==> src/rtl/sm_pkg.sv <==
package sm_pkg;
  localparam int RAMP_LOG2 = 10;
  localparam int GAIN_W = RAMP_LOG2 + 1;
  localparam logic [GAIN_W-1:0] GAIN_UNITY = GAIN_W'(2 ** RAMP_LOG2);

  typedef struct packed {
    logic [GAIN_W-1:0] gain;
    logic atFloor;
  } gain_bus_t;
endpackage

==> src/rtl/sm_gain_ctrl.sv <==
module sm_gain_ctrl
  import sm_pkg::*;
(
  input  logic      clk,
  input  logic      rstN,
  input  logic      timingReset,
  input  logic      muteReq,
  input  logic      frameStrobe,
  output gain_bus_t ctrlBus
);
  logic [GAIN_W-1:0] gainQ;

  always_ff @(posedge clk or negedge rstN) begin
    if (!rstN) begin
      gainQ <= GAIN_UNITY;
    end else if (timingReset) begin
      gainQ <= muteReq ? '0 : GAIN_UNITY;
    end else if (frameStrobe) begin
      if (muteReq && gainQ != '0) begin
        gainQ <= gainQ - 1'b1;
      end else if (!muteReq && gainQ != GAIN_UNITY) begin
        gainQ <= gainQ + 1'b1;
      end
    end
  end

  always_comb begin
    ctrlBus.gain    = gainQ;
    ctrlBus.atFloor = (gainQ == '0);
  end
endmodule

==> src/rtl/sm_scale_lane.sv <==
module sm_scale_lane
  import sm_pkg::*;
#(
  parameter int DATA_W = 24
) (
  input  logic              clk,
  input  logic              rstN,
  input  logic              load,
  input  logic [GAIN_W-1:0] gain,
  input  logic [DATA_W-1:0] sampleIn,
  output logic [DATA_W-1:0] sampleOut
);
  localparam int PROD_W = DATA_W + RAMP_LOG2;
  localparam int BIAS = 2 ** RAMP_LOG2 - 1;

  logic signed [PROD_W-1:0] sampleWide;
  logic signed [PROD_W-1:0] gainWide;
  logic signed [PROD_W-1:0] product;
  logic signed [PROD_W-1:0] biased;

  always_comb begin
    sampleWide = PROD_W'($signed(sampleIn));
    gainWide   = PROD_W'($signed({1'b0, gain}));
    product    = sampleWide * gainWide;
    // negative products get a bias so the shift truncates toward zero
    biased     = product + (product[PROD_W-1] ? PROD_W'(BIAS) : '0);
  end

  always_ff @(posedge clk or negedge rstN) begin
    if (!rstN) begin
      sampleOut <= '0;
    end else if (load) begin
      sampleOut <= biased[RAMP_LOG2 +: DATA_W];
    end
  end
endmodule

==> src/rtl/sm_scale_dp.sv <==
module sm_scale_dp
  import sm_pkg::*;
#(
  parameter int DATA_W = 24,
  parameter int CHANNELS = 2
) (
  input  logic                           clk,
  input  logic                           rstN,
  input  gain_bus_t                      ctrlBus,
  input  logic                           sampleValid,
  input  logic [CHANNELS-1:0][DATA_W-1:0] samplesIn,
  output logic [CHANNELS-1:0][DATA_W-1:0] samplesOut,
  output logic                           outValid
);
  for (genvar ch = 0; ch < CHANNELS; ch++) begin : g_lane
    sm_scale_lane #(.DATA_W(DATA_W)) u_lane (
      .clk       (clk),
      .rstN      (rstN),
      .load      (sampleValid),
      .gain      (ctrlBus.gain),
      .sampleIn  (samplesIn[ch]),
      .sampleOut (samplesOut[ch])
    );
  end

  always_ff @(posedge clk or negedge rstN) begin
    if (!rstN) outValid <= 1'b0;
    else       outValid <= sampleValid;
  end
endmodule

==> src/rtl/sm_softmute.sv <==
module sm_softmute
  import sm_pkg::*;
#(
  parameter int DATA_W = 24
) (
  input  logic              clk,
  input  logic              rstN,
  input  logic              timingReset,
  input  logic              muteFromPin,
  input  logic              muteFromReg,
  input  logic              frameStrobe,
  input  logic              sampleValid,
  input  logic [DATA_W-1:0] inLeft,
  input  logic [DATA_W-1:0] inRight,
  output logic [DATA_W-1:0] outLeft,
  output logic [DATA_W-1:0] outRight,
  output logic              outValid,
  output logic              fullyMuted
);
  localparam int CHANNELS = 2;

  gain_bus_t ctrlBus;
  logic muteReq;
  logic [CHANNELS-1:0][DATA_W-1:0] samplesIn;
  logic [CHANNELS-1:0][DATA_W-1:0] samplesOut;

  assign muteReq   = muteFromPin | muteFromReg;
  assign samplesIn = {inRight, inLeft};
  assign outLeft   = samplesOut[0];
  assign outRight  = samplesOut[1];
  assign fullyMuted = ctrlBus.atFloor;

  sm_gain_ctrl u_ctrl (
    .clk         (clk),
    .rstN        (rstN),
    .timingReset (timingReset),
    .muteReq     (muteReq),
    .frameStrobe (frameStrobe),
    .ctrlBus     (ctrlBus)
  );

  sm_scale_dp #(.DATA_W(DATA_W), .CHANNELS(CHANNELS)) u_dp (
    .clk         (clk),
    .rstN        (rstN),
    .ctrlBus     (ctrlBus),
    .sampleValid (sampleValid),
    .samplesIn   (samplesIn),
    .samplesOut  (samplesOut),
    .outValid    (outValid)
  );
endmodule

==> config.mk <==
export PLATFORM = sky130hd
export DESIGN_NAME = sm_softmute
export DESIGN_NICKNAME = d
export VERILOG_FILES = /design/src/rtl/sm_pkg.sv /design/src/rtl/sm_gain_ctrl.sv /design/src/rtl/sm_scale_lane.sv /design/src/rtl/sm_scale_dp.sv /design/src/rtl/sm_softmute.sv
export SDC_FILE = /design/constraint.sdc
export NUM_CORES = 1
export LEC_CHECK = 0
export ABC_AREA = 0
export BUFFER_PORTS_ARGS = -buffer_cell sky130_fd_sc_hd__buf_2
export CORE_ASPECT_RATIO = 0.6
export CORE_MARGIN = 1
export CORE_UTILIZATION = 40
export CTS_BUF_LIST = sky130_fd_sc_hd__clkbuf_4 sky130_fd_sc_hd__clkbuf_8
export CTS_CLUSTER_DIAMETER = 100
export DETAILED_ROUTE_END_ITERATION = 8
export PLACE_DENSITY = 0.57
export SYNTH_ARGS = -nofsm -noshare
export SYNTH_HDL_FRONTEND = slang
export SYNTH_SLANG_ARGS = --single-unit
==> constraint.sdc <==
create_clock -name clk -period 19.58 [get_ports clk]
set_input_delay 1.958 -clock clk [delete_from_list [all_inputs] [get_ports clk]]
set_output_delay 1.958 -clock clk [all_outputs]
set_load 0.01 [all_outputs]
==> reports/results.ini, run 1 <==
[layout]
drive_gt1_frac=0.07148
syn_to_final_growth_pct=5.827
fin_nets=3318
fillerInstances=5408
final_area_um2=23730

[job]
max-cap-violations=0

[drt]
wl_per_cell_um=17.97
drt_iter0_markers=1471
avgViaCountPerCell=5.171
firstDrtPassIters=5
routed_wirelength_um=61340
ant_nets=0
vias=17650
drc=0

[sta]
slew_headroom=0.3585
finClkSkew_ns=0.04232
fmax_mhz=103.6
tightest_slew_ns=0.9473
fin_crit_sh=0.4931
rsz0062_at_grt=no
fin_crit_ns=9.654
setup_viol=0
finalHoldViolCount=0
slew_viol_final=0
tns_ns=0

[global_routing]
overflow=0
grt_pass1_vias=18200
antenna_found_initial=8
grtUsageMet2=0.3165
gr-usage-all-layers=0.2272
gr-usage-met3=0.04565
grt_max_degree=61
gr-usage-met1=0.3567
grt_pass1_wl_um=101100
grt-busiest-layer=met1

[synth]
avgSynthCellArea_um2=8.447
synth-seq-cells=60
ys_seq_area_frac=0.06703
yosysWarnings=0
synth_flop_cell=dfrtp_1
synth_cells=2654
async_reset_ff_frac=1.000
synth.cell_area_um2=22420
syn_nets=3319
ys_types=92
synth_enable_flop_cells=0

[clock_network]
clkSlewWorstSetupHoldPaths_ns=0.09
cts_tree=yes
cts.sinks=60
cts_hold_buf=0
cts_max_level=3
clockBufferDepth=2
cts_resized=0
clock-root-buffer=clkbuf_8
post-cts-setup-buffers=0
numCtsBuffers=9
clk_latency_ns=0.44

[critical_path]
path_class=input port to register
r2r-start=u_ctrl.gainQ[7]$_DFFE_PN0P_
rr_worst_depth=28
cp_max_fo=11
startpoint_type=input port
r2r_end=u_dp.g_lane[1].u_lane.sampleOut[22]$_DFFE_PN0P_
cp-startpoint=inRight[12]
crit_path_end_kind=register
required_ns=19.85
critPathArrivalTime_ns=9.93
setup.worst_path.end=u_dp.g_lane[1].u_lane.sampleOut[22]$_DFFE_PN0P_
worst-r2r-setup-slack_ns=10.45

[floorplanning]
die-area_um2=57030
ios=105
core_area_um2=54750
fp-row-count=66
start_util=0.4095
die_x_um=307.6
die_y_um=185.4

[worst_hold_path]
hold_class=register to register
worstHoldStart=u_dp.g_lane[1].u_lane.sampleOut[23]$_DFFE_PN0P_

[placed_design]
io_buffers=104
place_congestion=0.9080
place_area_um2=23500
dp_hpwl_um=49550

[status]
status=finished, final reports clean

[per-layer routing]
| layer | wire [um] | share of wire |
|---|---|---|
| met1 | 30970 | 0.50 |
| met2 | 24980 | 0.41 |
| met3 | 4707 | 0.077 |
| met4 | 677 | 0.011 |
| met5 | 0 | 0 |
[synth_stat cells (all sizes together), types with 4 or more instances]
cell type,number,area [um2]
o211ai,11,87.58
a221o,4,40.04
xnor2,59,516.8
mux2,8,90.09
o21bai,10,75.07
o21a,7,52.55
nor3,33,181.4
a211o,8,71.32
o221ai,4,35.03
a31oi,9,62.56
o2111ai,4,35.03
a221oi,6,52.55
nand2,437,1645
nand2b,6,37.54
a21boi,4,33.78
a2111oi,4,37.54
a211oi,14,125.1
inv,592,2222
mux2i,4,40.04
and2,166,1039
nand4,15,93.84
or3,12,80.08
nand4b,4,50.05
fa,451,9029
nor2,94,352.8
and3,12,80.08
nor4,16,166.4
or2,6,37.53
clkbuf,130,489.2
nand3,27,140.1
o21ai,47,239.0
nor2b,5,31.28
or4,6,48.80
a21oi,100,511.8
dfrtp,59,1476
nand3b,7,52.55
o311ai,5,43.80
ha,159,1989
a21o,22,165.2
xor2,40,350.3
[registers in the layout (all words and copies together), names as in the netlist]
register	count
u_dp.g_lane.u_lane.sampleOut	48
u_dp.outValid	1
u_ctrl.gainQ	11
[how the worst min path moves through the flow]
stage / slack [ns] / cells after the start / endpoint
floorplan: 0.52 / 2 / u_dp.g_lane[0].u_lane.sampleOut[22]$_DFFE_PN0P_
global placement: 0.48 / 2 / u_dp.g_lane[0].u_lane.sampleOut[22]$_DFFE_PN0P_
detailed placement: 0.49 / 2 / u_dp.g_lane[0].u_lane.sampleOut[12]$_DFFE_PN0P_
CTS: 0.51 / 2 / u_dp.g_lane[0].u_lane.sampleOut[12]$_DFFE_PN0P_
global route: 0.53 / 1 / u_dp.g_lane[0].u_lane.sampleOut[11]$_DFFE_PN0P_
finish: 0.50 / 2 / u_dp.g_lane[1].u_lane.sampleOut[23]$_DFFE_PN0P_
[worst max-delay path, cell delays in order]
cell and delay, ns:
buf_2 0.28, nand2_1 0.13, fa_1 0.55, inv_1 0.06
fa_1 0.65, fa_1 0.47, fa_1 0.51, inv_1 0.05
fa_1 0.48, inv_1 0.05, ha_1 0.38, and2_1 0.24
a221o_1 0.38, a32oi_1 0.28, o21a_1 0.28, o21ba_2 0.25
xnor2_1 0.19, inv_1 0.15, ha_1 0.31, and3_1 0.14
a31oi_1 0.08, or4_1 0.56, nand2_1 0.10, mux2i_1 0.19
or3_1 0.46, nor4_4 0.46, a21bo_2 0.20, a31oi_1 0.07
[placed cells by master (no fill, tap or decap), types with 5 or more instances in the layout]
| cell | n |
|---|---|
| buf_2 | 103 |
| nand2b_1 | 6 |
| nand4_1 | 15 |
| diode_2 | 8 |
| or3_1 | 11 |
| or4_1 | 5 |
| o21bai_1 | 10 |
| dfrtp_2 | 6 |
| inv_1 | 592 |
| and3_1 | 11 |
| nand3_1 | 26 |
| nor2_1 | 94 |
| xnor2_1 | 59 |
| nor4_1 | 11 |
| a31oi_1 | 8 |
| fa_1 | 451 |
| a21oi_1 | 99 |
| ha_1 | 159 |
| and2_1 | 165 |
| xor2_1 | 40 |
| nand2_1 | 435 |
| buf_4 | 16 |
| o211ai_1 | 10 |
| a221oi_1 | 6 |
| nor3_1 | 31 |
| o21a_1 | 7 |
| dfrtp_1 | 53 |
| a21o_1 | 22 |
| nand3b_1 | 7 |
| a211o_1 | 7 |
| mux2_2 | 8 |
| o21ai_0 | 35 |
| nor2b_1 | 5 |
| clkbuf_8 | 9 |
| a211oi_1 | 10 |
| o21ai_1 | 11 |
[cells by family after synthesis]
logic type / count (synthesis) / share of synthesized area
buffers and inverters: 723 / 0.1212
XOR/XNOR: 102 / 0.04169
AO/OA/AOI/OAI: 287 / 0.08612
adder cells (fa/ha/maj): 610 / 0.4915
AND/OR/NAND/NOR: 860 / 0.1867
multiplexers: 12 / 0.005804
flip-flops: 60 / 0.06703
[through the flow]
step / setup WS, ns / utilization / std cells / hold slack (ns)
6_report: 9.926 / 0.4333 / 3414 / 0.5017
4_1_cts: 10.06 / 0.4330 / 3406 / 0.5062
3_3_place_gp: 9.675 / 0.4293 / 3390 / 0.4808
5_1_grt: 9.619 / 0.4332 / 3411 / 0.5308
3_5_place_dp: 9.637 / 0.4293 / 3390 / 0.4855
2_1_floorplan: 10.51 / - / 2654 / 0.5171
[layout make-up]
type	instances	area [um2]	area share
flip-flops and latches	60	1510	0.06365
repair buffers	119	635.6	0.02679
clock buffers	11	138.9	0.005854
multi-input cells	1871	18200	0.7671
diodes	8	20.02	0.0008438
clock inverters	5	62.56	0.002637
inverters	592	2222	0.09366
well taps	748	935.9	0.03945
Power of run 1 is not shown: default switching activity piles up to over one toggle a cycle in this logic, so the estimate is an artifact.
==> inputs of run 2 (changes only) <==
- clock period: 19.58 -> 8.9 ns (I/O delays scaled with it)
==> run 2 against run 1 <==
Compared with the run above:
- via count is 0.91% higher
- count of clock-buffer cells in the layout decreased by 1
- sequential cell count is the same
- non-clock buffer count up 54
- design area grew 1.9%
- critical path depth rose by 1
- first-iteration DRC count down 7.8%
- sequential share of layout area is 0.097 points lower
- routed wire length up 0.97%
- critical path type is now register to register
- largest cell class unchanged
- highest routed layer unchanged
==> reports/results.ini, run 2 (synthesized netlist as in run 1, its figures left out) <==
[sta]
slew_viol_final=0  ; unchanged
setup_viol=0  ; unchanged
fin_crit_ns=8.428
tightest_slew_ns=1.007  ; +0.05959 ns
fin_crit_sh=0.9470
fmax_mhz=118.6
slew_headroom=0.3114  ; -0.04710
finalHoldViolCount=0  ; unchanged
finClkSkew_ns=0.04138  ; -0.0009445 ns
tns_ns=0  ; unchanged
hold-worst-slack_ns=0.4963  ; -0.005408 ns
rsz0062_at_grt=no

[placed_design]
io_buffers=104  ; unchanged
place_area_um2=23950  ; +1.9%
place_congestion=0.8858  ; -2.4%
dp_hpwl_um=51490  ; +3.9%

[clock_network]
cts_tree=yes
clockBufferDepth=2  ; unchanged
clock-root-buffer=clkbuf_8
numCtsBuffers=9  ; unchanged
clkSlewWorstSetupHoldPaths_ns=0.08  ; about the same
clk_latency_ns=0.46  ; +0.02 ns
cts_max_level=3  ; unchanged
cts.sinks=60  ; unchanged

[drt]
vias=17810  ; +0.91%
drc=0  ; unchanged
drt_iter0_markers=1356  ; -7.8%
avgViaCountPerCell=5.149  ; -0.44%
ant_nets=0  ; unchanged
firstDrtPassIters=6  ; +1
wl_per_cell_um=17.90  ; -0.37%
routed_wirelength_um=61940  ; +0.97%

[global_routing]
gr-usage-all-layers=0.2312  ; +0.004005
antenna_found_initial=0  ; -8
grt_max_degree=61  ; unchanged
grt_pass1_vias=18490  ; +1.5%
grt_pass1_wl_um=102400  ; +1.3%
overflow=0  ; unchanged

[layout]
mostFrequentLayoutCell=inv_1
mostFrequentLayoutCells=inv_1 (592), fa_1 (451), nand2_1 (435)
largest_reg_flops=48  ; unchanged
insertedDiodeCount=0  ; -8
regMostFlops=u_dp.g_lane.u_lane.sampleOut
fin_util=0.4415  ; +0.008158
final_area_um2=24170  ; +1.9%
drive_gt1_frac=0.09108  ; +0.01959
syn_to_final_growth_pct=7.819
fin_nets=3372  ; +1.6%
reg_top3=u_dp.g_lane.u_lane.sampleOut: 48 flops, u_ctrl.gainQ: 11 flops, u_dp.outValid: 1 flops

[status]
status=finished, final reports clean

[critical_path]
cp_max_fo=39  ; +28
worst_path_largest_cell_delay_ns=0.57  ; -0.08 ns
critPathArrivalTime_ns=8.70  ; -1.23 ns
crit_path_frequent_cell=fa_1
r2r-start=u_ctrl.gainQ[3]$_DFFE_PN0P_
critPathSlowestCell=or4_1
r2r_end=u_dp.g_lane[1].u_lane.sampleOut[22]$_DFFE_PN0P_
startpoint_type=register
path_class=register to register
required_ns=9.18  ; -10.67 ns
crit_path_end_kind=register
rr_worst_depth=29  ; +3.6%
worst-r2r-setup-slack_ns=0.47  ; -9.98 ns

[floorplanning]
start_util=0.4095  ; unchanged
core_area_um2=54750  ; unchanged
ios=105  ; unchanged
die_y_um=185.4  ; unchanged
die_x_um=307.6  ; unchanged
fp-row-count=66  ; unchanged
die-area_um2=57030  ; unchanged

[worst_hold_path]
worstHoldStart=u_dp.g_lane[0].u_lane.sampleOut[12]$_DFFE_PN0P_
whs_endpoint=u_dp.g_lane[0].u_lane.sampleOut[12]$_DFFE_PN0P_
hold_class=register to register
holdPathStages=2  ; unchanged

[job]
max-cap-violations=0  ; unchanged

## run 2: changes by cell type in the layout (fill, tap and decap cells not counted), sizes merged
cell      previous run  this run
clkbuf              11        10
inv                592       594
clkinvlp             2         1
clkinv               2         3
buf                119       173
bufinv               1         0
diode                8         0
## run 2: cell type report
| class | count | area (um2) |
|---|---|---|
| Clock inverter | 6 | 47.55 |
| Timing Repair Buffer | 173 | 1091 |
| Inverter | 592 | 2222 |
| Tap cell | 748 | 935.9 |
| Sequential cell | 60 | 1515 |
| Clock buffer | 10 | 137.6 |
| Multi-Input combinational cell | 1871 | 18220 |
| Fill cell | 5413 | 30580 |
## run 2: how the worst max path moves through the flow
| stage | startpoint | to | depth (start not counted) |
|---|---|---|---|
| floorplan | inRight[15] | u_dp.g_lane[1].u_lane.sampleOut[15]$_DFFE_PN0P_ | 28 |
| global placement | inRight[19] | u_dp.g_lane[1].u_lane.sampleOut[22]$_DFFE_PN0P_ | 28 |
| detailed placement | inRight[17] | u_dp.g_lane[1].u_lane.sampleOut[22]$_DFFE_PN0P_ | 28 |
| CTS | u_ctrl.gainQ[6]$_DFFE_PN0P_ | u_dp.g_lane[1].u_lane.sampleOut[22]$_DFFE_PN0P_ | 28 |
| global route | u_ctrl.gainQ[6]$_DFFE_PN0P_ | u_dp.g_lane[1].u_lane.sampleOut[22]$_DFFE_PN0P_ | 29 |
| finish | u_ctrl.gainQ[3]$_DFFE_PN0P_ | u_dp.g_lane[1].u_lane.sampleOut[22]$_DFFE_PN0P_ | 29 |
## run 2: worst max-delay path, delay by kind of cell (launching register included)
family / cells / cell delay (ns)
and+or+nand+nor: 6 / 1.73
AOI/OAI and AO/OA: 8 / 1.59
DFF: 1 / 0.56
xor gates and xnor gates: 1 / 0.17
buffers and inverters: 6 / 0.79
muxes: 1 / 0.21
adders and majority gates: 7 / 3.21
## run 2: per-layer routing
layer  GRT usage  vias up  part of all wire
li1            -     8191                 -
met1      0.3629     9019              0.51
met2      0.3246      575              0.40
met3     0.05080       29             0.082
met4     0.03443        0            0.0082
met5           0        -                 0
## run 2: metrics by stage
step                setup WS [ns]  instances
floorplan                  0.8980       2654
global placement           0.3522       3443
detailed placement         0.1427       3443
CTS                        0.2588       3459
global route              0.06903       3460
finish                     0.4718       3460
## run 2: what timing repair did
item                                    CTS  global route
buffers inserted                          0             1
endpoints found under the setup margin    0            16
hold buffers                              0             0
resized for setup                         0             6
Power of run 2 is left out for the same reason.
==> inputs of run 3 (changes only) <==
- CORE_UTILIZATION: 40 -> 65
- PLACE_DENSITY: 0.57 -> 0.85
==> run 3 against run 2 <==
Compared with the run above:
- routed wire length grew 0.48%
- critical path depth down 1
- non-clock buffer count shrank 6
- count of clock-buffer cells in the layout decreased by 1
- via count grew 4.7%
- cell count shrank 8.5%
- sequential cell count unchanged
- register-to-register slack got worse by 0.12 ns
- sequential share of layout area increased by 0.076 points
- first-iteration DRC count grew 43%
==> reports/results.ini, run 3 (synthesized netlist as in run 1, its figures left out) <==
[status]
status=finished, final reports clean

[clock_network]
numCtsBuffers=9  ; unchanged
cts_tree=yes
cts.sinks=60  ; unchanged
cts_hold_buf=0  ; unchanged
clk_latency_ns=0.42  ; -0.04 ns
cts_max_level=3  ; unchanged
clockBufferDepth=2  ; unchanged
clock-root-buffer=clkbuf_8
clkSlewWorstSetupHoldPaths_ns=0.08  ; about the same

[critical_path]
required_ns=9.14  ; -0.04 ns
path_class=register to register
cp_max_fo=22  ; -44%
startpoint_type=register
crit_path_frequent_cell=fa_1
critPathArrivalTime_ns=8.79  ; +0.09 ns
worst_path_largest_cell_delay_ns=0.71  ; +0.14 ns
critPathSlowestCell=dfrtp_1
crit_path_end_kind=register

[floorplanning]
ios=105  ; unchanged
die-area_um2=35260  ; -38%
die_x_um=241.8  ; -21%
start_util=0.6626  ; +0.2532
die_y_um=145.9  ; -21%
core_area_um2=33830  ; -38%
fp-row-count=52  ; -21%

[sta]
rsz0062_at_grt=no
setup_viol=0  ; unchanged
tightest_slew_ns=1.054  ; +0.04690 ns
slew_viol_final=0  ; unchanged
finalHoldViolCount=0  ; unchanged
finClkSkew_ns=0.02434  ; -0.01704 ns
slew_headroom=0.2924  ; -0.01896
fin_crit_ns=8.547  ; +0.1189 ns
fmax_mhz=117.0  ; -1.4%
fin_crit_sh=0.9603  ; +0.01335
tns_ns=0  ; unchanged

[worst_hold_path]
hold_class=register to register

[layout]
fin_nets=3366  ; -0.18%
register_area_um2=1508  ; -0.49%
reg_top3=u_dp.g_lane.u_lane.sampleOut: 48 flops, u_ctrl.gainQ: 11 flops, u_dp.outValid: 1 flops
final_area_um2=23770  ; -1.7%
mostFrequentLayoutCell=inv_1
syn_to_final_growth_pct=6.005
regMostFlops=u_dp.g_lane.u_lane.sampleOut
mostFrequentLayoutCells=inv_1 (592), fa_1 (451), nand2_1 (435)
fin_util=0.7024  ; +0.2609
fillerInstances=2559  ; -53%
largest_reg_flops=48  ; unchanged
multi_input_area_um2=18200  ; -0.12%
drive_gt1_frac=0.08721  ; -0.003863

[global_routing]
gr-usage-all-layers=0.3695  ; +0.1383
grt_max_degree=88  ; +44%
overflow=0  ; unchanged
antenna_found_initial=2  ; +2
grt_pass1_vias=19060  ; +3.1%
grt_pass1_wl_um=101400  ; -0.97%

[placed_design]
dp_hpwl_um=51560  ; +0.14%
io_buffers=104  ; unchanged
place_congestion=0.9904  ; +12%
place_area_um2=23560  ; -1.6%

[drt]
firstDrtPassIters=7  ; +1
avgViaCountPerCell=5.891  ; +14%
wl_per_cell_um=19.65  ; +9.8%
vias=18660  ; +4.7%
routed_wirelength_um=62240  ; +0.48%
drc=0  ; unchanged
drt_iter0_markers=1941  ; +43%
ant_nets=0  ; unchanged

[job]
max-cap-violations=0  ; unchanged

-- run 3: metrics by stage --
stage / hold WS [ns] / worst slack (ns) / cells
5_1_grt: 0.5165 / 0.009583 / 3167
3_3_place_gp: 0.4664 / 0.4886 / 3149
6_report: 0.4931 / 0.3529 / 3167
3_5_place_dp: 0.4746 / 0.2516 / 3149
4_1_cts: 0.4935 / 0.3582 / 3165
2_1_floorplan: 0.5171 / 0.8980 / 2654
-- run 3: cell type report --
cell class                      instances  share of cell area
Clock buffer                            9            0.005212
Sequential cell                        60             0.06344
Timing Repair Buffer                  167             0.04443
Antenna cell                            2           0.0002106
Multi-Input combinational cell       1871              0.7658
Clock inverter                          7            0.003212
Tap cell                              459             0.02417
Inverter                              592             0.09350
-- run 3: worst paths after layout --
kind	end	cells past startpoint	slack, ns	start
setup reg to reg	u_dp.g_lane[1].u_lane.sampleOut[22]$_DFFE_PN0P_	28	0.35	u_ctrl.gainQ[8]$_DFFE_PN0P_
max in group asynchronous	u_ctrl.gainQ[0]$_DFFE_PN0P_	2	7.54	rstN
setup / recovery	u_dp.g_lane[1].u_lane.sampleOut[22]$_DFFE_PN0P_	28	0.35	u_ctrl.gainQ[8]$_DFFE_PN0P_
hold reg to reg	u_dp.g_lane[0].u_lane.sampleOut[12]$_DFFE_PN0P_	2	0.49	u_dp.g_lane[0].u_lane.sampleOut[12]$_DFFE_PN0P_
hold / removal	u_dp.g_lane[0].u_lane.sampleOut[12]$_DFFE_PN0P_	2	0.49	u_dp.g_lane[0].u_lane.sampleOut[12]$_DFFE_PN0P_
min in group asynchronous	u_dp.g_lane[1].u_lane.sampleOut[15]$_DFFE_PN0P_	2	0.65	rstN
-- run 3: critical path: cells and delay by family (launching register included) --
family                   cells  cell delay [ns]
flip-flops                   1             0.71
multiplexers                 1             0.20
buffers and inverters        5             0.55
adder cells (fa/ha/maj)      7             3.15
AND/OR/NAND/NOR              7             2.04
XOR/XNOR                     1             0.16
AO/OA/AOI/OAI                7             1.53
-- run 3: metal layers --
metal  vias to the layer above  share of wire  track usage
met5                         -              0            0
met4                         0          0.021      0.08829
met3                       103           0.14       0.1390
met2                      1155           0.41       0.5062
met1                      9215           0.43       0.5518
li1                       8183              -            -
-- run 3: what timing repair did --
action                     CTS  global route
setup endpoints to repair    0             5
resized for setup            0             2
buffers inserted             0             0
Power of run 3 is left out for the same reason.
